## config.mk

```make
export PLATFORM = sky130hd
export DESIGN_NAME = olp_offset_loader
export DESIGN_NICKNAME = d
export VERILOG_FILES = /design/src/rtl/olp_pkg.sv /design/src/rtl/olp_decode.sv /design/src/rtl/olp_regs.sv /design/src/rtl/olp_readback.sv /design/src/rtl/olp_offset_loader.sv
export SDC_FILE = /design/constraint.sdc
export NUM_CORES = 1
export LEC_CHECK = 0
export BUFFER_PORTS_ARGS = -buffer_cell sky130_fd_sc_hd__buf_4
export CAP_MARGIN = 25
export CORE_MARGIN = 2
export CORE_UTILIZATION = 35
export CTS_BUF_LIST = sky130_fd_sc_hd__clkbuf_4
export CTS_CLUSTER_SIZE = 30
export DETAILED_ROUTE_END_ITERATION = 16
export PLACE_DENSITY_LB_ADDON = 0.1
export SLEW_MARGIN = 20
export SYNTH_ARGS = -nofsm -noshare
export SYNTH_HDL_FRONTEND = slang
export SYNTH_SLANG_ARGS = --single-unit
```

## constraint.sdc

```tcl
create_clock -name clk -period 2.7 [get_ports clk]
set_clock_uncertainty 0.15 [all_clocks]
set_input_delay 0.27 -clock clk [delete_from_list [all_inputs] [get_ports clk]]
set_output_delay 0.27 -clock clk [all_outputs]
set_load 0.1 [all_outputs]
```

## src/rtl/olp_pkg.sv

```systemverilog
package olp_pkg;
   typedef enum logic [1:0] {
      POP_NONE  = 2'd0,
      POP_WRITE = 2'd1,
      POP_READ  = 2'd2,
      POP_SHIFT = 2'd3
   } prog_op_e;
endpackage

```

## src/rtl/olp_decode.sv

```systemverilog
module olp_decode
   import olp_pkg::*;
(
   input  logic     mrst,
   input  logic     prog_n,
   input  logic     wr_en,
   input  logic     rd_en,
   input  logic     ser_en,
   output prog_op_e prog_op,
   output logic     mem_wr,
   output logic     mem_rd
);
   // Priority write > read > shift while programming.
   always_comb begin
      prog_op = POP_NONE;
      mem_wr  = 1'b0;
      mem_rd  = 1'b0;
      if (!mrst) begin
         if (!prog_n) begin
            if (wr_en)       prog_op = POP_WRITE;
            else if (rd_en)  prog_op = POP_READ;
            else if (ser_en) prog_op = POP_SHIFT;
         end else begin
            mem_wr = wr_en;
            mem_rd = rd_en;
         end
      end
   end
endmodule

```

## src/rtl/olp_regs.sv

```systemverilog
module olp_regs
   import olp_pkg::*;
#(
   parameter int OFS_W     = 13,
   parameter int DEF_LO    = 'h07F,
   parameter int DEF_HI    = 'h3FF,
   parameter bit SERIAL_OK = 1'b1
) (
   input  logic             clk,
   input  logic             mrst,
   input  logic             prog_n,
   input  prog_op_e         prog_op,
   input  logic             ser_in,
   input  logic [OFS_W-1:0] din_ofs,
   output logic [OFS_W-1:0] empty_ofs,
   output logic [OFS_W-1:0] full_ofs,
   output logic             ser_mode
);
   localparam int CHAIN_W = 2 * OFS_W;
   localparam logic [OFS_W-1:0] LO_V = OFS_W'(DEF_LO);
   localparam logic [OFS_W-1:0] HI_V = OFS_W'(DEF_HI);

   generate
      if (OFS_W < 2) begin : g_bad_w
         $error("olp_regs: OFS_W must be at least 2");
      end
      if (DEF_LO >= (1 << OFS_W) || DEF_HI >= (1 << OFS_W)) begin : g_bad_def
         $error("olp_regs: default offsets do not fit OFS_W");
      end
   endgenerate

   logic [CHAIN_W-1:0] chain;
   logic               wr_ptr;
   logic               mode_q;

   // Method latch: only present when serial loading is built in.
   generate
      if (SERIAL_OK) begin : g_ser
         always_ff @(posedge clk) begin
            if (mrst) mode_q <= ~prog_n;
         end
      end else begin : g_par
         assign mode_q = 1'b0;
      end
   endgenerate

   logic wr_ok, sh_ok;
   assign wr_ok = (prog_op == POP_WRITE) && !mode_q;
   assign sh_ok = (prog_op == POP_SHIFT) && mode_q;

   always_ff @(posedge clk) begin
      if (mrst) begin
         chain  <= prog_n ? {HI_V, HI_V} : {LO_V, LO_V};
         wr_ptr <= 1'b0;
      end else if (wr_ok) begin
         if (!wr_ptr) chain[OFS_W-1:0]       <= din_ofs;
         else         chain[CHAIN_W-1:OFS_W] <= din_ofs;
         wr_ptr <= ~wr_ptr;
      end else if (sh_ok) begin
         chain <= {ser_in, chain[CHAIN_W-1:1]};
      end
   end

   assign empty_ofs = chain[OFS_W-1:0];
   assign full_ofs  = chain[CHAIN_W-1:OFS_W];
   assign ser_mode  = mode_q;

   p_mode_hold_r1: assert property (@(posedge clk) disable iff (mrst)
      !$past(mrst) |-> $stable(ser_mode));
   p_default_r2: assert property (@(posedge clk) disable iff (mrst)
      $past(mrst) |-> (empty_ofs == full_ofs) &&
                      (empty_ofs == ($past(prog_n) ? HI_V : LO_V)));
   p_shift_in_r5: assert property (@(posedge clk) disable iff (mrst)
      (prog_op == POP_SHIFT && ser_mode) |=> full_ofs[OFS_W-1] == $past(ser_in));
   p_wr_ignored_r6: assert property (@(posedge clk) disable iff (mrst)
      (prog_op == POP_WRITE && ser_mode) |=> $stable(chain) && $stable(wr_ptr));
   p_sh_ignored_r6: assert property (@(posedge clk) disable iff (mrst)
      (prog_op == POP_SHIFT && !ser_mode) |=> $stable(chain));
   p_idle_hold_r7: assert property (@(posedge clk) disable iff (mrst)
      (prog_op == POP_NONE || prog_op == POP_READ) |=> $stable(chain));
endmodule

```

## src/rtl/olp_readback.sv

```systemverilog
module olp_readback
   import olp_pkg::*;
#(
   parameter int OFS_W  = 13,
   parameter int DATA_W = 18
) (
   input  logic              clk,
   input  logic              mrst,
   input  prog_op_e          prog_op,
   input  logic [OFS_W-1:0]  empty_ofs,
   input  logic [OFS_W-1:0]  full_ofs,
   output logic [DATA_W-1:0] dout,
   output logic              dout_vld
);
   logic rd_ptr;
   logic [OFS_W-1:0] sel;
   assign sel = rd_ptr ? full_ofs : empty_ofs;

   always_ff @(posedge clk) begin
      if (mrst) begin
         rd_ptr   <= 1'b0;
         dout     <= '0;
         dout_vld <= 1'b0;
      end else begin
         dout_vld <= (prog_op == POP_READ);
         if (prog_op == POP_READ) begin
            dout   <= DATA_W'(sel);
            rd_ptr <= ~rd_ptr;
         end
      end
   end

   p_rd_valid_r4: assert property (@(posedge clk) disable iff (mrst)
      (prog_op == POP_READ) |=> dout_vld && (dout[OFS_W-1:0] == $past(sel)));
   p_rd_hold_r4: assert property (@(posedge clk) disable iff (mrst)
      (prog_op != POP_READ) |=> !dout_vld && $stable(dout));
endmodule

```

## src/rtl/olp_offset_loader.sv

```systemverilog
module olp_offset_loader
   import olp_pkg::*;
#(
   parameter int OFS_W     = 13,
   parameter int DATA_W    = 18,
   parameter int DEF_LO    = 'h07F,
   parameter int DEF_HI    = 'h3FF,
   parameter bit SERIAL_OK = 1'b1
) (
   input  logic              clk,
   input  logic              mrst,
   input  logic              prog_n,
   input  logic              wr_en,
   input  logic              rd_en,
   input  logic              ser_en,
   input  logic              ser_in,
   input  logic [DATA_W-1:0] din,
   output logic [DATA_W-1:0] dout,
   output logic              dout_vld,
   output logic [OFS_W-1:0]  empty_ofs,
   output logic [OFS_W-1:0]  full_ofs,
   output logic              ser_mode,
   output logic              mem_wr,
   output logic              mem_rd
);
   generate
      if (OFS_W >= DATA_W) begin : g_bad_bus
         $error("olp_offset_loader: OFS_W must be narrower than DATA_W");
      end else begin : g_hi_bits
         logic unused_din_hi;
         assign unused_din_hi = ^din[DATA_W-1:OFS_W];
      end
   endgenerate

   prog_op_e prog_op;

   olp_decode u_dec (
      .mrst    (mrst),
      .prog_n  (prog_n),
      .wr_en   (wr_en),
      .rd_en   (rd_en),
      .ser_en  (ser_en),
      .prog_op (prog_op),
      .mem_wr  (mem_wr),
      .mem_rd  (mem_rd)
   );

   olp_regs #(
      .OFS_W     (OFS_W),
      .DEF_LO    (DEF_LO),
      .DEF_HI    (DEF_HI),
      .SERIAL_OK (SERIAL_OK)
   ) u_regs (
      .clk       (clk),
      .mrst      (mrst),
      .prog_n    (prog_n),
      .prog_op   (prog_op),
      .ser_in    (ser_in),
      .din_ofs   (din[OFS_W-1:0]),
      .empty_ofs (empty_ofs),
      .full_ofs  (full_ofs),
      .ser_mode  (ser_mode)
   );

   olp_readback #(
      .OFS_W  (OFS_W),
      .DATA_W (DATA_W)
   ) u_rb (
      .clk       (clk),
      .mrst      (mrst),
      .prog_op   (prog_op),
      .empty_ofs (empty_ofs),
      .full_ofs  (full_ofs),
      .dout      (dout),
      .dout_vld  (dout_vld)
   );

   p_strobe_excl_r7: assert property (@(posedge clk) disable iff (mrst)
      (mem_wr || mem_rd) |-> (prog_op == POP_NONE) && prog_n);
   p_prio_r8: assert property (@(posedge clk) disable iff (mrst)
      (!prog_n && wr_en && (rd_en || ser_en)) |=> !dout_vld);
endmodule

```

## Word level (Yosys, flattened, before mapping)

Index checks and enable logic that the tools add are counted.

| word-level totals | value |
|---|---|
| input port bits | 25 |
| register bits after elaboration | 43 |

| cells by class | value |
|---|---|
| muxes and demuxes | 16 |
| equal/unequal tests | 5 |
| reductions and logical operators | 6 |
| bitwise logic cells | 3 |

Operators with widths:

| operator | number |
|---|---|
| 2-to-1 mux 26 bit | 3 |
| 2-to-1 mux 13 bit | 3 |
| 2-to-1 mux 23 bit | 1 |
| 2-to-1 mux 2 bit | 5 |
| == test 2 bit, second input constant | 2 |
| 2-to-1 mux 1 bit | 4 |
| AND reduction 2 bit | 2 |
| inequality test 3 x 2 -> 1 bit, second input constant | 1 |
| inequality test 3 bit, second input constant | 1 |
| inverter 1 bit | 3 |
| nonzero test 3 bit | 1 |
| == test 2 x 1 -> 1 bit, second input constant | 1 |
| logical AND 1 bit | 2 |
| logical NOT 1 bit | 1 |

## Longest topological paths before layout

Gate-level depths: netlist (run 1).

| depth | value |
|---|---|
| depth after elaboration | 10 |
| depth in mapped cells | 6 |
| gate-level depth less buffers | 3 |

## Modules after synthesis

Synthesis (run 1) repeated with hierarchy kept, for this count alone.

| second synthesis, totals | value |
|---|---|
| cells, all modules | 188 |
| area total of the unflattened synthesis | 2,020.7 µm² |

By module, submodules not included:

| module | area an instance (µm²) | cells an instance | instances |
|---|---|---|---|
| olp_regs | 1,252.5 | 111 | 1 |
| olp_readback | 714.4 | 70 | 1 |
| olp_decode | 53.8 | 7 | 1 |

## Least setup slack after synthesis (run 1)

OpenSTA, ideal clock, no wires.

| timing | value |
|---|---|
| kind | input to output |
| from | input port mrst |
| to | output port mem_wr |
| path buffers | 2 |
| stages | 3 |
| setup slack | -0.587 ns |
| arrival time | 2.867 ns |
| cells stage by stage | buf_2 clkbuf_1 nor3b_1 |

| on the way | value |
|---|---|
| longest elaborated chain between the ends | 1 |

Ends and longest elaborated chain:

| what | line | source |
|---|---|---|
| from (decl) | olp_offset_loader.sv:11 | `input logic mrst,` |
| 2-to-1 mux 1 bit | olp_decode.sv:18 | `if (!mrst) begin` |
| to (decl) | olp_offset_loader.sv:23 | `output logic mem_wr,` |

Every way passes these cells.

## Worst setup path in the final report (run 1)

| timing | value |
|---|---|
| from | register u_regs.mode_q (netlist: u_regs.ser_mode) |
| to | register u_regs.chain[1] (data pin) |

| on the way | value |
|---|---|
| longest elaborated chain between the ends | 4 |

Ends and longest elaborated chain:

| what | line | source |
|---|---|---|
| from (decl) | olp_regs.sv:34 | `logic mode_q;` |
| from (signal assigned) | olp_regs.sv:40 | `if (mrst) mode_q <= ~prog_n;` |
| logical NOT 1 bit | olp_regs.sv:48 | `assign wr_ok = (prog_op == POP_WRITE) && !mode_q;` |
| logical AND 1 bit | olp_regs.sv:48 |  |
| 2-to-1 mux 26 bit | olp_regs.sv:55 | `end else if (wr_ok) begin` |
| 2-to-1 mux 26 bit | olp_regs.sv:52 | `if (mrst) begin` |
| to (signal assigned) | olp_regs.sv:53 | `chain <= prog_n ? {HI_V, HI_V} : {LO_V, LO_V};` |
| to (signal, indexed assignment) | olp_regs.sv:56 | `if (!wr_ptr) chain[OFS_W-1:0] <= din_ofs;` |
| to (signal, indexed assignment) | olp_regs.sv:57 | `else chain[CHAIN_W-1:OFS_W] <= din_ofs;` |
| to (decl) | olp_regs.sv:32 | `logic [CHAIN_W-1:0] chain;` |

Every way passes these cells.
A chain may end at the register's enable or synchronous reset.

==> results of run 1 <==
power by group:
group	switching [uW]	total, uW	internal [uW]
logic	377	485	109
clock network	199	306	107
registers	31.7	775	743
total	608	1570	959
layout make-up:
class                      instances  area, um^2
fill                             542        2950
clock buffer                       6        45.0
inverter                           1        3.75
tap                               72        90.1
timing repair buffer              68         510
clock inverter                     2        7.51
sequential                        43        1130
multi-input combinational        115         766
routing by layer:
layer | up-vias | share of wire (%)
met1 | 666 | 51
met4 | 0 | 0.98
met3 | 6 | 6.4
met5 | - | 0
met2 | 58 | 42
li1 | 735 | -
metrics by stage:
stage / total power, uW / std cells / util, % / instance area [um^2] / hold WS, ns
2_1_floorplan: 1180 / 176 / - / 2020 / 0.232
3_3_place_gp: 1280 / 299 / 45.4 / 2500 / 0.342
3_5_place_dp: 1280 / 299 / 45.4 / 2500 / 0.342
4_1_cts: 1590 / 307 / 46.4 / 2550 / 0.0392
5_1_grt: 1630 / 307 / 46.4 / 2550 / 0.0316
6_report: 1570 / 307 / 46.4 / 2550 / 0.0558
cell usage after synthesis (all sizes together), types with 2 or more instances:
master	count
buf	14
nor2	16
a21oi	8
clkbuf	3
o21ai	4
nor4b	2
edfxtp	27
a22o	6
nor3b	6
xnor2	2
dfxtp	16
nand2	28
mux2i	13
a211oi	13
o21a	6
state kept, by name, indices dropped and copies added (netlist names):
signal and count:
u_rb.dout_vld 1, u_regs.ser_mode 1, u_rb.dout 13, u_rb.rd_ptr 1, u_regs.wr_ptr 1, u_regs.chain 26
worst min-delay path: stages:
cell,delay [ns]
buf_4,0.08
a21oi_1,0.06
nand2_1,0.05
cells by family (layout without fill, tap and decap cells):
family                    Yosys count  in the layout  synth area share [%]
other                               1              5                 0.188
buffers and inverters              18             77                  5.97
xor gates and xnor gates            2              2                 0.880
muxes                              14             14                  7.10
AOI/OAI and AO/OA                  38             38                  14.5
and+or+nand+nor                    56             56                  14.6
DFF                                43             43                  56.8
path summary, 6_finish.rpt:
check	startpoint	endpoint	slack (ns)	cells after the start
hold reg to reg	u_rb.dout[6]	u_rb.dout[6]	0.36	2
setup / recovery	u_regs.ser_mode	u_regs.chain[1]	0.74	3
hold / removal	din[4]	u_regs.chain[17]	0.06	3
setup reg to reg	u_regs.ser_mode	u_regs.chain[1]	0.74	3
==> reports/results.ini, run 1 <==
[critical_path]
path_cells=or4b_1, nand2_1, nand2_1
required_ns=2.65
slowest_delay_ns=0.77
slowest_stage=or4b_1
worstPathMaxFanout=14
start_kind=flip-flop
path_buf_inv=0
critPathArrivalTime_ns=1.91
end_kind=flip-flop
worst_path_most_repeated_cell=nand2_1
crit_type=flip-flop to flip-flop
cp_top_family=simple AND/OR/NAND/NOR gates

[sta]
setup_slack_ns=0.743
slew_viol_final=0
worst_pin_slew_ns=0.506
slew_headroom_pct=66.1
fin_tns_setup_ns=0
hold_viol=0
post-route-min-period_ns=1.96
rsz0062_at_grt=false
min_period_over_period_pct=72.5
fmax_mhz=511
setup_violations=0

[synthesis]
ys.flop_type=edfxtp_1
synth_area_leaders=edfxtp_1 41%, dfxtp_1 16%, mux2i_1 6.5%, nand2_1 5.3%, a211oi_2 3.1%
yosysWarnings=0
synth_edf_count=27
synth-async-reset-ratio_pct=0
netlist_instances=172
ys_types=26
yosys_register_bits=43
synth_largest_area_cell=edfxtp_1
syn-mean-instance-area_um2=11.6
ys_seq_area_share_pct=56.8
synth_top_area_share_pct=40.7
syn_area_um2=1990

[clock_tree]
path_clk_slew_ns=0.12
cts_hold_buf=0
post_cts_buffers=0
cts_buffer_depth=2
clk_latency_ns=0.35
cts_root_buffer=clkbuf_4
cts_buffers=5
ctsResizeCount=0
cts.sinks=43
h-tree-depth=2
cts_tree=yes

[floorplan]
io_pins=73
die_h_um=79.4
dieArea_um2=6310
rows=27
die_x_um=79.4
core_um2=5510
start_util_pct=36.2

[final_layout]
final_common_cell=buf_4
antenna_cells=0
nNetsFinal=259
syn2layout_area_growth_pct=28.3
layout-drive-gt1-share_pct=35.7
final_cell_mix=68 x buf_4, 28 x nand2_1, 27 x edfxtp_1

[place]
gp_congestion=0.708
io_buffers=62
dp_hpwl_um=3180
pre_cts_slack_ns=0.712

[global_route]
antenna_found_initial=0
use_met1_pct=22.2
grt_util_met2_pct=20.9
grt_util_all_layers_pct=14.8
grt_pass1_vias=1359
grt_pass1_wl_um=7040
gr-usage-met3_pct=4.07
busiest_layer=met1
grt_overflow=0
grt_max_degree=36

[power]
ir_worst_vdd_uv=228
powerDensity_nw_per_um2=613
power_leakage_uw=0.00102

[detailed_routing]
drt_iter0_markers=66
ant_nets=0
avgViaCountPerCell=4.77
drc=0
vias=1465
totalWireLength_um=4490
drt_first_pass_iters=4
drt-wirelength-per-cell_um=14.6

[outcome]
status=completed

[job]
max-cap-violations=0

[min_path]
hp-class=input pin to flip-flop

Power figures use the tool's default switching activity.
==> run 2: changes to the inputs <==
--- a/config.mk
+++ b/config.mk
@@ -5,6 +5,7 @@
 export SDC_FILE = /design/constraint.sdc
 export NUM_CORES = 1
 export LEC_CHECK = 0
+export ABC_AREA = 1
 export BUFFER_PORTS_ARGS = -buffer_cell sky130_fd_sc_hd__buf_4
 export CAP_MARGIN = 25
 export CORE_MARGIN = 2
==> constraint.sdc (replaced) <==
create_clock -name clk -period 1.75 [get_ports clk]
set_clock_uncertainty 0.15 [all_clocks]
set_input_delay 0.175 -clock clk [delete_from_list [all_inputs] [get_ports clk]]
set_output_delay 0.175 -clock clk [all_outputs]
set_load 0.1 [all_outputs]
==> reports/results.ini, run 2 <==
[outcome]
status=completed

[critical_path]
r2r_slack_ns=0.16
worstPathMaxFanout=16
required_ns=1.72
rr_worst_depth=5
start_kind=flip-flop
crit_path_start=u_regs.ser_mode
critPathArrivalTime_ns=1.56
crit_type=flip-flop to flip-flop
end_kind=flip-flop
r2r_end=u_regs.chain[1]
reg2reg_from=u_regs.ser_mode

[final_layout]
largest_register_ffs=26
antenna_cells=0
final_common_cell=nand2_1
layout-drive-gt1-share_pct=38.7
utilization_pct=51.5
final_cell_mix=85 x nand2_1, 72 x buf_4, 27 x edfxtp_1
reg.largest.list=u_regs.chain: 26 flops, u_rb.dout: 13 flops
final_cell_area_um2=2870
top_register=u_regs.chain
nNetsFinal=339
syn2layout_area_growth_pct=39.7

[sta]
hold_viol=0
setup_violations=0
fin_tns_setup_ns=0
min_period_over_period_pct=91.0
whs_ns=0.171
slew_viol_final=0
post-route-min-period_ns=1.59
fmax_mhz=628
rsz0062_at_grt=false

[synthesis]
synth_area_leaders=edfxtp_1 39%, nand2_1 17%, dfxtp_1 16%, a21oi_2 3.8%, nand3_1 3.4%
yosys_register_bits=43
synth_top_area_share_pct=39.5
yosys-top-cells-count=95 x nand2_1, 27 x edfxtp_1, 16 x dfxtp_1, 14 x nand3_1
synth_edf_count=27
synth-async-reset-ratio_pct=0
ys_types=27
netlist_instances=229
synth_largest_area_cell=edfxtp_1
syn_area_um2=2050
ys.flop_type=edfxtp_1
syn-mean-instance-area_um2=8.97
yosysWarnings=0
ys_seq_area_share_pct=55.1
synthMostInstantiatedCell=nand2_1

[clock_tree]
cts.sinks=43
h-tree-depth=2
cts_buffer_depth=2
path_clk_slew_ns=0.13
ctsResizeCount=0
post_cts_buffers=0
cts_tree=yes
cts_root_buffer=clkbuf_4
cts_buffers=5
clk_latency_ns=0.35

[floorplan]
dieArea_um2=6500
io_pins=73
rows=27
die_h_um=80.6
die_x_um=80.6
core_um2=5570
start_util_pct=36.9

[detailed_routing]
dr.max_layer_used=met4
drt_iter0_markers=80
drt_first_pass_iters=4
drc=0
wl_met2_um=2330
totalWireLength_um=4900
wl_met1_um=2260
avgViaCountPerCell=4.54
drt-wirelength-per-cell_um=12.7
met3_length_um=275
ant_nets=0
vias=1757

[job]
max-cap-violations=0

[power]
ir_worst_vdd_uv=365
powerDensity_nw_per_um2=855
power_leakage_uw=0.00128

[min_path]
min_to=u_rb.dout_vld
hold_depth=3
hp-class=input pin to flip-flop
min_from=rd_en

[place]
gp_congestion=0.766
io_buffers=62
place_area_um2=2650
dp_hpwl_um=3660

[global_route]
grt_pass1_vias=1549
grt_util_all_layers_pct=15.8
antenna_found_initial=0
grt_max_degree=18
grt_pass1_wl_um=7670
grt_overflow=0

[run 2: cells by family after synthesis]
| kind of cell | Yosys count | synth area share, % |
|---|---|---|
| buffers and inverters | 28 | 8.22 |
| AO/OA/AOI/OAI | 25 | 7.92 |
| AND/OR/NAND/NOR | 132 | 28.6 |
| flip-flops | 43 | 55.1 |
| other | 1 | 0.183 |
[run 2: cell type report]
type                    instances  area [um^2]
clock buffers                   6         45.0
clock inverters                 2         11.3
fillers                       568         2700
inverters                      14         63.8
multi-input cells             162          828
flip-flops and latches         43         1130
well taps                      72         90.1
repair buffers                 88          701
[run 2: metrics by stage]
| step | worst slack [ns] | power (uW) | std cells |
|---|---|---|---|
| 2_1_floorplan | -0.359 | 1790 | 233 |
| 3_3_place_gp | 0.142 | 1950 | 363 |
| 3_5_place_dp | 0.119 | 1960 | 363 |
| 4_1_cts | 0.140 | 2490 | 386 |
| 5_1_grt | 0.0838 | 2570 | 387 |
| 6_report | 0.157 | 2450 | 387 |
[run 2: worst max-delay path: stages, from the launching register on]
cell,delay [ns]
edfxtp_1,0.52
nor2_8,0.16
inv_4,0.09
nor2_1,0.21
nor2_4,0.06
buf_4,0.17
[run 2: worst max-delay path by stage]
stage                                 end  slack, ns  cells past startpoint
after floorplan           u_regs.chain[0]      -0.36                      4
after global placement    u_regs.chain[2]       0.14                      8
after detailed placement  u_regs.chain[5]       0.12                      8
after CTS                 u_regs.chain[1]       0.14                      5
after global routing      u_regs.chain[0]       0.08                      5
final                     u_regs.chain[1]       0.16                      5
[run 2: layer usage]
layer | GRT usage, % | vias to the layer above
met5 | 0 | -
met4 | 6.10 | 0
met3 | 4.27 | 2
met2 | 24.8 | 47
met1 | 20.8 | 802
li1 | - | 906
[run 2: power breakdown]
| group | switching, uW | internal (uW) |
|---|---|---|
| Combinational | 592 | 178 |
| Sequential | 44.0 | 1140 |
| Clock | 325 | 172 |
[run 2: what timing repair did]
action	CTS	global route
hold buffers	15	1
hold endpoints to repair	27	1
setup endpoints to repair	0	0
==> run 3: changes to the inputs <==
--- a/config.mk
+++ b/config.mk
@@ -13,7 +13,7 @@
 export CTS_BUF_LIST = sky130_fd_sc_hd__clkbuf_4
 export CTS_CLUSTER_SIZE = 30
 export DETAILED_ROUTE_END_ITERATION = 16
-export PLACE_DENSITY_LB_ADDON = 0.1
+export PLACE_DENSITY_LB_ADDON = 0.08
 export SLEW_MARGIN = 20
 export SYNTH_ARGS = -nofsm -noshare
 export SYNTH_HDL_FRONTEND = slang
==> reports/results.ini, run 3 (same netlist as run 2, synthesis figures left out) <==
[place]
io_buffers=62
dp_hpwl_um=3640
gp_congestion=0.737
pre_cts_slack_ns=0.111
place_area_um2=2660

[clock_tree]
path_clk_slew_ns=0.11
cts_buffer_depth=2
ctsResizeCount=0
cts_tree=yes
cts_hold_buf=15
cts_buffers=5
post_cts_buffers=0
h-tree-depth=2
cts.sinks=43
clk_latency_ns=0.35
cts_root_buffer=clkbuf_4

[detailed_routing]
avgViaCountPerCell=4.57
drc=0
drt_iter0_markers=108
ant_nets=0
drt-wirelength-per-cell_um=13.6
drt_first_pass_iters=4
vias=1760
totalWireLength_um=5250

[critical_path]
worstPathMaxFanout=16
crit_type=flip-flop to flip-flop
critPathArrivalTime_ns=1.57
required_ns=1.71
start_kind=flip-flop
end_kind=flip-flop

[floorplan]
io_pins=73
die_x_um=80.6
rows=27
dieArea_um2=6500
core_um2=5570
start_util_pct=36.9
die_h_um=80.6

[min_path]
hp-class=input pin to flip-flop

[final_layout]
nNetsFinal=337
syn2layout_area_growth_pct=39.5
reg.largest.list=u_regs.chain: 26 flops, u_rb.dout: 13 flops
final_cell_area_um2=2870
final_cell_mix=85 x nand2_1, 70 x buf_4, 27 x edfxtp_1
largest_register_ffs=26
layout-drive-gt1-share_pct=38.7
antenna_cells=0
final_common_cell=nand2_1
utilization_pct=51.4
top_register=u_regs.chain

[sta]
rsz0062_at_grt=false
fin_tns_setup_ns=0
setup_violations=0
hold_viol=0
fmax_mhz=624
setup_slack_ns=0.148
whs_ns=0.0404
post-route-min-period_ns=1.60
min_period_over_period_pct=91.6
slew_viol_final=0

[power]
ir_worst_vdd_uv=389
powerDensity_nw_per_um2=863
power_leakage_uw=0.00128

[global_route]
antenna_found_initial=0
grt_util_all_layers_pct=17.3
grt_overflow=0
grt_pass1_wl_um=8380
grt_max_degree=18
grt_pass1_vias=1716

[outcome]
status=completed

[job]
max-cap-violations=0

## run 3: changes by cell type in the layout (fill, tap and decap cells not counted)
| cell | change |
|---|---|
| clkbuf_4 | +1 |
| inv_4 | -1 |
| dlygate4sd3_1 | -1 |
| buf_4 | -2 |
| buf_12 | +1 |
## run 3: per-stage QoR
stage	power (uW)	instances
detailed placement	1960	362
global route	2580	385
finish	2470	385
CTS	2490	385
floorplan	1790	233
global placement	1960	362
## run 3: worst max-delay path, stage by stage (launching register included)
cell	delay [ns]
edfxtp_1	0.53
nor2_8	0.16
inv_4	0.08
nor2_1	0.21
nor2_4	0.06
buf_4	0.17
## run 3: report_power, final
| group | internal (uW) | switching [uW] | leakage [uW] |
|---|---|---|---|
| sequential | 1140 | 44.8 | 0.000378 |
| clock | 188 | 324 | 0.0000361 |
| combinational | 179 | 595 | 0.000866 |
| total | 1510 | 963 | 0.00128 |
## run 3: final cells by class
| type | instances | area (um^2) |
|---|---|---|
| well taps | 72 | 90.1 |
| clock inverters | 1 | 5.00 |
| multi-input cells | 162 | 828 |
| inverters | 14 | 63.8 |
| clock buffers | 7 | 52.6 |
| fillers | 570 | 2710 |
| flip-flops and latches | 43 | 1130 |
| repair buffers | 86 | 696 |
## run 3: metal layers
layer / track usage [%] / wire (um) / up-vias
li1: - / - / 898
met1: 23.7 / 2360 / 799
met2: 27.3 / 2460 / 58
met3: 3.71 / 376 / 5
met4: 5.59 / 52 / 0
met5: 0 / 0 / -
## run 3: worst paths after layout
path	from	cells past startpoint	slack, ns	end
worst max-delay path	u_regs.ser_mode	5	0.15	u_regs.chain[1]
worst min-delay path	prog_n	2	0.04	u_regs.ser_mode
worst max register to register	u_regs.ser_mode	5	0.15	u_regs.chain[1]
worst min register to register	u_rb.dout[2]	2	0.33	u_rb.dout[2]
